`config.mk`:
```
export PLATFORM = sky130hd
export DESIGN_NAME = hdlc_rx
export DESIGN_NICKNAME = d
export VERILOG_FILES = /design/src/rtl/hdlc_rx_pkg.sv /design/src/rtl/hdlc_rx_deframe.sv /design/src/rtl/hdlc_rx_crc.sv /design/src/rtl/hdlc_rx_fifo.sv /design/src/rtl/hdlc_rx.sv
export SDC_FILE = /design/constraint.sdc
export NUM_CORES = 1
export LEC_CHECK = 0
export BUFFER_PORTS_ARGS = -buffer_cell sky130_fd_sc_hd__buf_4
export CAP_MARGIN = 20
export CORE_ASPECT_RATIO = 0.5
export CORE_UTILIZATION = 50
export DETAILED_ROUTE_END_ITERATION = 12
export PLACE_DENSITY_LB_ADDON = 0.3
export SYNTH_ARGS = -nofsm -noshare
export SYNTH_HDL_FRONTEND = slang
export SYNTH_SLANG_ARGS = --single-unit
```
`constraint.sdc`:
```
create_clock -name clk -period 4.15 [get_ports clk]
set_clock_uncertainty 0.05 [all_clocks]
set_input_delay 0.2075 -clock clk [delete_from_list [all_inputs] [get_ports clk]]
set_output_delay 0.2075 -clock clk [all_outputs]
set_load 0.02 [all_outputs]
```
`src/rtl/hdlc_rx_pkg.sv`:
```
package hdlc_rx_pkg;
  localparam int STUFF_RUN = 5;
  localparam int FLAG_RUN  = 6;
  localparam int ABORT_RUN = 7;
  localparam int FLAG_BITS = 8;
  localparam logic [15:0] CRC_PRESET  = 16'hFFFF;
  localparam logic [15:0] CRC_POLY_RF = 16'h8408;
  localparam logic [15:0] CRC_GOOD    = 16'hF0B8;

  typedef enum logic {RX_HUNT, RX_OPEN} rx_mode_e;
endpackage

```
`src/rtl/hdlc_rx_deframe.sv`:
```
module hdlc_rx_deframe
  import hdlc_rx_pkg::*;
(
  input  logic clk,
  input  logic rst,
  input  logic bit_en,
  input  logic rx_bit,
  input  logic carrier_ok,
  input  logic force_hunt,
  output logic in_frame,
  output logic emit_v,
  output logic emit_b,
  output logic flag_ev,
  output logic abort_ev
);
  localparam int LD = FLAG_BITS - 1;
  localparam int OW = $clog2(ABORT_RUN + 1);

  rx_mode_e        mode_q;
  logic [OW-1:0]   run_q;
  logic [LD-1:0]   dly_b;
  logic [LD-1:0]   dly_v;
  logic            strobe, is_flag, is_stuff, is_abort, push;

  assign strobe   = bit_en & carrier_ok;
  assign is_flag  = strobe & ~rx_bit & (run_q == OW'(FLAG_RUN));
  assign is_stuff = strobe & ~rx_bit & (run_q == OW'(STUFF_RUN));
  assign is_abort = strobe &  rx_bit & (run_q == OW'(ABORT_RUN - 1));
  assign push     = strobe & ~is_flag & ~is_stuff & ~is_abort;

  assign in_frame = (mode_q == RX_OPEN);
  assign emit_v   = push & in_frame & dly_v[LD-1];
  assign emit_b   = dly_b[LD-1];
  assign flag_ev  = is_flag & in_frame;
  assign abort_ev = is_abort & in_frame;

  always_ff @(posedge clk) begin
    if (rst) begin
      mode_q <= RX_HUNT;
      run_q  <= '0;
      dly_b  <= '0;
      dly_v  <= '0;
    end else begin
      if (!carrier_ok)
        run_q <= '0;
      else if (bit_en)
        run_q <= rx_bit ? ((run_q == OW'(ABORT_RUN)) ? run_q : run_q + 1'b1) : '0;

      if (force_hunt || abort_ev) begin
        mode_q <= RX_HUNT;
        dly_v  <= '0;
      end else if (is_flag) begin
        mode_q <= RX_OPEN;
        dly_v  <= '0;
      end else if (push) begin
        dly_b <= {dly_b[LD-2:0], rx_bit};
        dly_v <= {dly_v[LD-2:0], in_frame};
      end
    end
  end

  // Stuffed zeros never advance the delay line
  assert_stuff_dropped_R2: assert property (@(posedge clk) disable iff (rst)
    is_stuff |=> ($stable(dly_b) && $stable(dly_v)));
endmodule

```
`src/rtl/hdlc_rx_crc.sv`:
```
module hdlc_rx_crc
  import hdlc_rx_pkg::*;
(
  input  logic clk,
  input  logic rst,
  input  logic clr,
  input  logic bit_v,
  input  logic bit_d,
  output logic crc_ok
);
  logic [15:0] crc_q;
  logic        fb;

  assign fb     = crc_q[0] ^ bit_d;
  assign crc_ok = (crc_q == CRC_GOOD);

  always_ff @(posedge clk) begin
    if (rst || clr)
      crc_q <= CRC_PRESET;
    else if (bit_v)
      crc_q <= (crc_q >> 1) ^ (fb ? CRC_POLY_RF : 16'h0000);
  end
endmodule

```
`src/rtl/hdlc_rx_fifo.sv`:
```
module hdlc_rx_fifo #(
  parameter int W     = 8,
  parameter int DEPTH = 2
) (
  input  logic         clk,
  input  logic         rst,
  input  logic         wr_en,
  input  logic [W-1:0] wr_data,
  input  logic         rd_en,
  output logic [W-1:0] rd_data,
  output logic         rd_valid,
  output logic         ovr
);
  localparam int AW = (DEPTH > 1) ? $clog2(DEPTH) : 1;
  localparam int CW = $clog2(DEPTH + 1);

  logic [W-1:0]  mem [DEPTH];
  logic [AW-1:0] wp_q, rp_q, last_p;
  logic [CW-1:0] cnt_q;
  logic          full, do_rd, do_wr;

  function automatic logic [AW-1:0] step(input logic [AW-1:0] p);
    return (p == AW'(DEPTH - 1)) ? '0 : p + 1'b1;
  endfunction

  assign full     = (cnt_q == CW'(DEPTH));
  assign do_rd    = rd_en & (cnt_q != '0);
  assign ovr      = wr_en & full & ~do_rd;
  assign do_wr    = wr_en & ~ovr;
  assign last_p   = (wp_q == '0) ? AW'(DEPTH - 1) : wp_q - 1'b1;
  assign rd_data  = mem[rp_q];
  assign rd_valid = (cnt_q != '0);

  always_ff @(posedge clk) begin
    if (do_wr)
      mem[wp_q] <= wr_data;
    else if (ovr)
      mem[last_p] <= wr_data;
  end

  always_ff @(posedge clk) begin
    if (rst) begin
      wp_q  <= '0;
      rp_q  <= '0;
      cnt_q <= '0;
    end else begin
      if (do_wr) wp_q <= step(wp_q);
      if (do_rd) rp_q <= step(rp_q);
      cnt_q <= cnt_q + CW'(do_wr) - CW'(do_rd);
    end
  end

  assert_count_bound_R3: assert property (@(posedge clk) disable iff (rst)
    cnt_q <= CW'(DEPTH));
  assert_overwrite_stays_full_R6: assert property (@(posedge clk) disable iff (rst)
    ovr |=> rd_valid && (cnt_q == CW'(DEPTH)));
endmodule

```
`src/rtl/hdlc_rx.sv`:
```
module hdlc_rx
  import hdlc_rx_pkg::*;
#(
  parameter int DATA_W     = 8,
  parameter int FIFO_DEPTH = 2,
  parameter int CNT_W      = 16
) (
  input  logic              clk,
  input  logic              rst,
  input  logic              bit_en,
  input  logic              rx_bit,
  input  logic              cd,
  input  logic              cd_sw,
  input  logic              rd_en,
  output logic [DATA_W-1:0] rd_data,
  output logic              rd_valid,
  output logic              stat_valid,
  output logic              stat_overrun,
  output logic              stat_cd_lost,
  output logic              stat_abort,
  output logic              stat_crc_err,
  output logic              stat_non_octet,
  output logic [CNT_W-1:0]  abort_count
);
  localparam int IW = $clog2(DATA_W);

  logic              carrier_ok, cd_lost, force_hunt;
  logic              in_frame, emit_v, emit_b, flag_ev, abort_ev;
  logic              wr_en, ovr, crc_ok, crc_clr;
  logic [DATA_W-1:0] sr_q, wr_data;
  logic [IW-1:0]     idx_q;
  logic              started_q;
  logic              close_cd, close_ovr, close_abt, close_flag;

  assign carrier_ok = cd | cd_sw;
  assign cd_lost    = in_frame & ~carrier_ok;
  assign force_hunt = cd_lost | ovr;
  assign wr_en      = emit_v & (idx_q == IW'(DATA_W - 1));
  assign wr_data    = {emit_b, sr_q[DATA_W-1:1]};
  assign crc_clr    = ~in_frame | flag_ev;

  // cause priority: carrier loss, then overrun, then abort, then flag close
  assign close_cd   = cd_lost & started_q;
  assign close_ovr  = ovr & ~close_cd;
  assign close_abt  = abort_ev & started_q & ~close_cd & ~close_ovr;
  assign close_flag = flag_ev & started_q & ~close_cd & ~close_ovr & ~close_abt;

  hdlc_rx_deframe u_deframe (
    .clk        (clk),
    .rst        (rst),
    .bit_en     (bit_en),
    .rx_bit     (rx_bit),
    .carrier_ok (carrier_ok),
    .force_hunt (force_hunt),
    .in_frame   (in_frame),
    .emit_v     (emit_v),
    .emit_b     (emit_b),
    .flag_ev    (flag_ev),
    .abort_ev   (abort_ev)
  );

  hdlc_rx_crc u_crc (
    .clk    (clk),
    .rst    (rst),
    .clr    (crc_clr),
    .bit_v  (emit_v),
    .bit_d  (emit_b),
    .crc_ok (crc_ok)
  );

  hdlc_rx_fifo #(.W(DATA_W), .DEPTH(FIFO_DEPTH)) u_fifo (
    .clk      (clk),
    .rst      (rst),
    .wr_en    (wr_en),
    .wr_data  (wr_data),
    .rd_en    (rd_en),
    .rd_data  (rd_data),
    .rd_valid (rd_valid),
    .ovr      (ovr)
  );

  always_ff @(posedge clk) begin
    if (rst) begin
      sr_q           <= '0;
      idx_q          <= '0;
      started_q      <= 1'b0;
      stat_valid     <= 1'b0;
      stat_overrun   <= 1'b0;
      stat_cd_lost   <= 1'b0;
      stat_abort     <= 1'b0;
      stat_crc_err   <= 1'b0;
      stat_non_octet <= 1'b0;
      abort_count    <= '0;
    end else begin
      stat_valid     <= close_cd | close_ovr | close_abt | close_flag;
      stat_cd_lost   <= close_cd;
      stat_overrun   <= close_ovr;
      stat_abort     <= close_abt;
      stat_crc_err   <= close_flag & ~crc_ok;
      stat_non_octet <= close_flag & (idx_q != '0);
      if (close_abt && abort_count != {CNT_W{1'b1}})
        abort_count <= abort_count + 1'b1;

      if (!in_frame || flag_ev || abort_ev || force_hunt) begin
        idx_q     <= '0;
        started_q <= 1'b0;
      end else if (emit_v) begin
        sr_q      <= wr_data;
        idx_q     <= (idx_q == IW'(DATA_W - 1)) ? '0 : idx_q + 1'b1;
        started_q <= 1'b1;
      end
    end
  end

  assert_hunt_no_write_R1: assert property (@(posedge clk) disable iff (rst)
    !in_frame |-> !wr_en);
  assert_single_cause_R7: assert property (@(posedge clk) disable iff (rst)
    stat_valid |-> $onehot0({stat_overrun, stat_cd_lost, stat_abort}));
  assert_carrier_loss_hunts_R7: assert property (@(posedge clk) disable iff (rst)
    (in_frame && !cd && !cd_sw) |=> !in_frame);
  assert_abort_unchecked_R9: assert property (@(posedge clk) disable iff (rst)
    (stat_valid && stat_abort) |-> (!stat_crc_err && !stat_non_octet));
  assert_abort_counts_R9: assert property (@(posedge clk) disable iff (rst)
    (stat_valid && stat_abort && $past(abort_count) != {CNT_W{1'b1}})
      |-> abort_count == $past(abort_count) + 1'b1);
endmodule

```
# ---- After elaboration in Yosys (flattened, before gate mapping)
# Memories as Yosys holds them, arrays and structs flattened. A register that Yosys moved wholly into a read port is not among the register bits.
# Index checks and enable logic that the tools add are counted.
dict set report word_totals {
  register_bits 72
  wordCells 121
  memories 1
  output_inout_bits 31
  ram_bits 16
  in_bits 7
}
# name depth width rd rd_clocked_by_memory_dff wr line
set memory_table {}
lappend memory_table {u_fifo.mem 2 8 1 1 1 hdlc_rx_fifo.sv:17} ;# logic [W-1:0] mem [DEPTH];
dict set report op_classes {
  eq_ne 8
  bitwise 52
  add_sub_neg 8
  n_mux 17
  n_reduce_logical 17
}
# cell n
set op_table {}
lappend op_table {{1-bit AND} 30}
lappend op_table {{16-bit by 1-bit adder with 16-bit output, second input constant} 1}
lappend op_table {{16-bit == test, second input constant} 1}
lappend op_table {{16-bit 2-to-1 mux} 1}
lappend op_table {{16-bit inequality test, second input constant} 1}
lappend op_table {{15-bit by 16-bit bitwise XOR with 16-bit output} 1}
lappend op_table {{1-bit inverter} 14}
lappend op_table {{3-bit == test, second input constant} 4}
lappend op_table {{1-bit 2-to-1 mux} 12}
lappend op_table {{3-bit 2-to-1 mux} 3}
lappend op_table {{8-bit 2-to-1 mux} 1}
lappend op_table {{8-bit OR reduction} 1}
lappend op_table {{3-bit by 1-bit adder with 3-bit output, second input constant} 2}
lappend op_table {{1-bit bitwise OR} 6}
lappend op_table {{2-bit OR reduction} 3}
lappend op_table {{1-bit logical OR} 5}
lappend op_table {{2-bit AND reduction} 2}
lappend op_table {{3-bit AND reduction} 1}
lappend op_table {{3-bit nonzero test} 1}
lappend op_table {{3-bit OR reduction} 1}
lappend op_table {{1-bit adder, second input constant} 2}
lappend op_table {{2-bit by 1-bit adder with 2-bit output} 1}
lappend op_table {{2-bit == test, second input constant} 1}
lappend op_table {{2-bit inequality test, second input constant} 1}
lappend op_table {{other kinds (6)} 6}

# ---- Logic depth before layout (Yosys ltp)
dict set report logic_depth {
  depth_word 19
  mapped_depth 10
  depth_no_buf 10
}

# ---- By module
# From an unflattened synthesis, not the netlist that was laid out.
dict set report unflattened {
  cells_unflattened 381
  area_unflattened_um2 3957.5
}
# mod cells_each area_each_um2 n_inst
set modules_own_cells {}
lappend modules_own_cells {hdlc_rx 173 1537.7 1}
lappend modules_own_cells {hdlc_rx_deframe 95 895.9 1}
lappend modules_own_cells {hdlc_rx_fifo 52 850.8 1}
lappend modules_own_cells {hdlc_rx_crc 61 673.1 1}

# ---- Worst setup path before layout
# OpenSTA, ideal clock, no wires.
dict set report synth_path {
  kind {register to register}
  startpoint {register u_deframe.run_q[0]}
  endpoint {memory u_fifo.mem[1][0] (enable)}
  synth_period_minus_slack_ns 2.250
  stages_incl_launch_ff 9
  n_path_buf 2
  arrival_time_ns 1.830
  setup_time_ns 0.370
  slack_ns 1.900
  cell_sequence {dfxtp_1 inv_1 ha_1 o21ai_4 and3_1 buf_2 buf_2 nand2_1 nor2_1}
}
dict set report synth_via {
  elab_chain_cells 17
  elab_cells_between_ends 26
  classes_between {2 x eq/ne; 7 x mux; 16 x bitwise; 1 x reduce/logical}
}
# element line
set synth_lines {}
lappend synth_lines {{from (decl)} hdlc_rx_deframe.sv:20} ;# logic [OW-1:0] run_q;
lappend synth_lines {{from (signal assigned)} hdlc_rx_deframe.sv:47} ;# run_q <= rx_bit ? ((run_q == OW'(ABORT_RUN)) ? run_q : run_q + 1'b1) : '0;
lappend synth_lines {{3-bit == test} {hdlc_rx_deframe.sv:26, hdlc_rx_deframe.sv:28}}
lappend synth_lines {{1-bit AND} hdlc_rx_deframe.sv:26} ;# assign is_flag = strobe & ~rx_bit & (run_q == OW'(FLAG_RUN));
lappend synth_lines {{1-bit inverter} hdlc_rx_deframe.sv:29} ;# assign push = strobe & ~is_flag & ~is_stuff & ~is_abort;
lappend synth_lines {{1-bit AND (2 in a row)} hdlc_rx_deframe.sv:29}
lappend synth_lines {{1-bit AND *} hdlc_rx_deframe.sv:29}
lappend synth_lines {{1-bit AND * (2 in a row)} hdlc_rx_deframe.sv:32} ;# assign emit_v = push & in_frame & dly_v[LD-1];
lappend synth_lines {{1-bit AND *} hdlc_rx.sv:38} ;# assign wr_en = emit_v & (idx_q == IW'(DATA_W - 1));
lappend synth_lines {{1-bit AND (2 in a row)} hdlc_rx_fifo.sv:28} ;# assign ovr = wr_en & full & ~do_rd;
lappend synth_lines {{1-bit inverter} hdlc_rx_fifo.sv:29} ;# assign do_wr = wr_en & ~ovr;
lappend synth_lines {{1-bit AND} hdlc_rx_fifo.sv:29}
lappend synth_lines {{1-bit 2-to-1 mux} hdlc_rx_fifo.sv:35} ;# if (do_wr)
lappend synth_lines {{1-bit 2-to-1 mux (implied by the code)} hdlc_rx_fifo.sv:38} ;# mem[last_p] <= wr_data;
lappend synth_lines {{8-bit OR reduction (no source line)} -}
lappend synth_lines {{1-bit 2-to-1 mux (no source line)} -}
lappend synth_lines {{to (decl)} hdlc_rx_fifo.sv:17}
# Every way passes the cells marked *; elsewhere a longest branch is shown, timed or not.

# ---- Worst setup path after layout
dict set report layout_path {
  startpoint {register u_deframe.run_q[0]}
  endpoint {register u_fifo.cnt_q[1]}
}
dict set report layout_via {
  elab_chain_cells 15
  elab_cells_between_ends 20
  classes_between {2 x add/sub; 2 x eq/ne; 16 x bitwise}
}
# element line
set layout_lines {}
lappend layout_lines {{3-bit == test} {hdlc_rx_deframe.sv:26, hdlc_rx_deframe.sv:28}}
lappend layout_lines {{1-bit AND} hdlc_rx_deframe.sv:26}
lappend layout_lines {{1-bit inverter} hdlc_rx_deframe.sv:29}
lappend layout_lines {{1-bit AND (2 in a row)} hdlc_rx_deframe.sv:29}
lappend layout_lines {{1-bit AND *} hdlc_rx_deframe.sv:29}
lappend layout_lines {{1-bit AND * (2 in a row)} hdlc_rx_deframe.sv:32}
lappend layout_lines {{1-bit AND *} hdlc_rx.sv:38}
lappend layout_lines {{1-bit AND (2 in a row)} hdlc_rx_fifo.sv:28}
lappend layout_lines {{1-bit inverter} hdlc_rx_fifo.sv:29}
lappend layout_lines {{1-bit AND *} hdlc_rx_fifo.sv:29}
lappend layout_lines {{net u_fifo.do_wr} hdlc_rx_fifo.sv:20} ;# logic full, do_rd, do_wr;
lappend layout_lines {{2-bit by 1-bit adder with 2-bit output *} hdlc_rx_fifo.sv:49} ;# cnt_q <= cnt_q + CW'(do_wr) - CW'(do_rd);
lappend layout_lines {{2-bit by 1-bit subtractor with 2-bit output *} hdlc_rx_fifo.sv:49}
lappend layout_lines {{to (signal assigned)} hdlc_rx_fifo.sv:49}
lappend layout_lines {{to (decl)} hdlc_rx_fifo.sv:19} ;# logic [CW-1:0] cnt_q;
# The timed path passes the listed nets; every way through them passes the cells marked *.
# A chain may end at the register's enable or synchronous reset.

==> flow_summary.ini <==
[outcome]
status = completed

[worst_setup_path]
worstPathRequired_ns = 4.32
cp_max_fo = 24
timing.critical_path.max_delay_family = simple AND/OR/NAND/NOR gates
end_kind = flop
critPathArrivalTime_ns = 2.95
worst_path_bufs_invs = 1
r2r_setup_slack_ns = 1.37
critical_path.reg2reg.endpoint = u_fifo.cnt_q[1]$_SDFF_PP0_
reg2reg_depth = 9
crit_start = u_deframe.run_q[0]$_SDFFE_PP0P_
crit_chain = inv_1, ha_1, o21ai_4, nand3_1, nor3b_2, ha_1, xor2_1, xnor2_1, nor2_1
cpMostUsedCell = sky130_fd_sc_hd__ha_1
cp_slowest_cell = sky130_fd_sc_hd__nand3_1
critical_path.startpoint_type = flop
critical_path_class = reg2reg
timing.critical_path.slowest_cell_delay_ns = 0.64
critical_path.reg2reg.startpoint = u_deframe.run_q[0]$_SDFFE_PP0P_

[clock_tree]
hold_buffer_count_at_cts = 0
tritoncts = done
postCtsSetupRepairBufs = 0
clock_tree_buffer_depth = 2
cts_buffers = 9
root_driver = sky130_fd_sc_hd__clkbuf_16
clkSinkCount = 88
clk_transition_reported_paths_ns = 0.07
cts.repair.resized = 0
ctsHtreeMaxLevel = 3
clk-insertion-delay-late_ns = 0.34

[die]
placementRows = 22
initial_utilization_pct = 51.7
die_width_um = 125
core_area_um2 = 7350
die_area_um2 = 7970
design.portCount = 38
chipHeight_um = 63.6

[worst_hold_path]
timing.hold.worst_path_depth = 3
hp-start = rx_bit
hold_endpoint = u_deframe.dly_b[0]$_SDFFE_PP0P_
hold_class = in2reg

[yosys]
synth_fp_nets = 400
synth_top_cell_by_area = sky130_fd_sc_hd__dfxtp_1
synth_async_sr_flop_share_pct = 0
yosys-top-cells-count = sky130_fd_sc_hd__dfxtp_1 (72), sky130_fd_sc_hd__nand2_1 (49), sky130_fd_sc_hd__nor2_1 (47)
yosys.cell_count.top_type = sky130_fd_sc_hd__dfxtp_1
netlist-cell-type-count = 49
post_synth.cell_area_avg_um2 = 9.92
post_syn_area_um2 = 3800
post_synth_main_area_contributors = sky130_fd_sc_hd__dfxtp_1 (38%), sky130_fd_sc_hd__edfxtp_1 (13%), sky130_fd_sc_hd__mux2i_1 (5.5%), sky130_fd_sc_hd__nand2_1 (4.8%), sky130_fd_sc_hd__nor2_1 (4.6%)
yosysWarningCount = 0
synth_top_area_share_pct = 37.9
ys.flop_type = sky130_fd_sc_hd__dfxtp_1
synth-seq-cells = 88
edff_count_synth = 16
yosysSeqAreaShare_pct = 50.6
syn_inst = 383

[pwr]
power.ir.vdd_worst_v = 0.000203
power_uw = 1740
p_leak_uw = 0.00183
power_density_nw_per_um2 = 394

[global_routing]
number_of_global_route_vias_before_repair = 2711
grt_max_degree = 45
grt_antenna_before_repair = 0
wire_length_of_the_first_global_routing_pass_mm = 11.9
grt_use_total_pct = 19.3
grt_overflow = 0

[cells_and_area]
antenna-diode-count = 0
finalNonFillerCells = 515
area.growth.synth_to_final_pct = 16.1
layout.nets = 431
layout-drive-gt1-share_pct = 17.9

[drt]
detail_route.iter0.violations = 177
route.vias.total = 2759
ant_nets_after_route = 0
wirelength_mm = 7.18
firstDrtPassIters = 6
routed_wire_length_per_instance_um = 13.9
drc = 0
via_per_inst = 5.36

[placed_design]
worst_slack_at_placement_ns = 1.37
port_buffers = 37
place.detailed.hpwl_mm = 5.08
dpl.cell_count = 499
finalWeightedCongestion = 0.802

[sta]
setup_violations = 0
timing.final.crit_period_ns = 2.78
max-slew-margin-rel_pct = 37.0
max_slew_violation_count = 0
totalNegativeSetupSlack_ns = 0
clock.fmax_ghz = 0.360
worst_hold_slack_ns = 0.127
postLayoutSetupSlackWorst_ns = 1.37
setup_repair_after_global_routing_missed_its_margin = false
period_share_pct = 67.0
tightest_slew_ns = 0.941
hold_viol = 0

[flow_run]
timing.max_cap.violations = 0
[layout by cell type, fill, tap and decap left out, drive strengths merged, types with 9 or more instances in the layout]
master / Yosys / final
clkbuf: 9 / 9
nand4: 9 / 9
mux2i: 21 / 21
mux2: 9 / 9
dfxtp: 72 / 72
nand2: 49 / 49
inv: 11 / 17
xor2: 11 / 11
nor2: 47 / 47
nand2b: 9 / 9
nand3: 24 / 24
buf: 8 / 37
edfxtp: 16 / 16
ha: 10 / 10
[state kept, by name (all words and copies together), names as in the netlist, 2 cells and up, named ones only]
register,flops
abort_count,16
u_crc.crc_q,16
u_fifo.mem,16
sr_q,7
u_deframe.dly_b,7
u_deframe.dly_v,7
idx_q,3
u_deframe.run_q,3
u_fifo.cnt_q,2
[cells by family (layout without fill, tap and decap cells)]
kind of cell | Yosys count | after routing | synth area share [%]
buffers and inverters | 28 | 64 | 3.19
AOI/OAI and AO/OA | 28 | 28 | 4.94
adders and majority gates | 10 | 10 | 3.29
and+or+nand+nor | 180 | 180 | 25.4
xor gates and xnor gates | 19 | 19 | 4.38
muxes | 30 | 30 | 8.20
DFF | 88 | 88 | 50.6
[worst max path at each step]
stage / end / slack [ns] / depth (start not counted)
floorplan: u_fifo.mem[1][0]$_DFFE_PP_ / 1.90 / 8
global placement: u_fifo.cnt_q[1]$_SDFF_PP0_ / 1.54 / 9
detailed placement: u_fifo.cnt_q[1]$_SDFF_PP0_ / 1.37 / 9
CTS: u_fifo.cnt_q[1]$_SDFF_PP0_ / 1.36 / 9
global route: u_fifo.cnt_q[1]$_SDFF_PP0_ / 1.11 / 9
finish: u_fifo.cnt_q[1]$_SDFF_PP0_ / 1.37 / 9
[power by group]
group          switching, µW  leakage [µW]  internal [µW]
Clock                    362      0.000143            424
Combinational           36.6      0.000927           31.9
Sequential              9.07      0.000758            874
[worst register-to-register path: stages (launching register included)]
cell                      delay [ns]
sky130_fd_sc_hd__dfxtp_1        0.40
sky130_fd_sc_hd__inv_1          0.07
sky130_fd_sc_hd__ha_1           0.26
sky130_fd_sc_hd__o21ai_4        0.24
sky130_fd_sc_hd__nand3_1        0.64
sky130_fd_sc_hd__nor3b_2        0.41
sky130_fd_sc_hd__ha_1           0.22
sky130_fd_sc_hd__xor2_1         0.20
sky130_fd_sc_hd__xnor2_1        0.14
sky130_fd_sc_hd__nor2_1         0.05
[metrics by stage]
stage	util, %	cell area, µm²
final	60.0	4410
after global placement	56.0	4120
after floorplan	-	3800
after detailed placement	56.0	4120
after CTS	60.0	4410
after global routing	60.0	4410
[per-layer routing]
| metal | vias to the layer above | track usage, % | routed length, µm |
|---|---|---|---|
| li1 | 1387 | - | - |
| met2 | 45 | 34.1 | 3540 |
| met5 | - | 0 | 0 |
| met1 | 1315 | 21.5 | 3230 |
| met4 | 0 | 8.54 | 124 |
| met3 | 12 | 6.20 | 285 |
[final cells by class]
cell class | instances | area [µm²]
timing repair buffer | 37 | 278
clock inverter | 7 | 67.6
fill | 607 | 2940
inverter | 11 | 41.3
clock buffer | 9 | 225
tap | 96 | 120
sequential | 88 | 1920
multi-input combinational | 267 | 1760
Note: power is estimated with default switching activity, not from simulation.
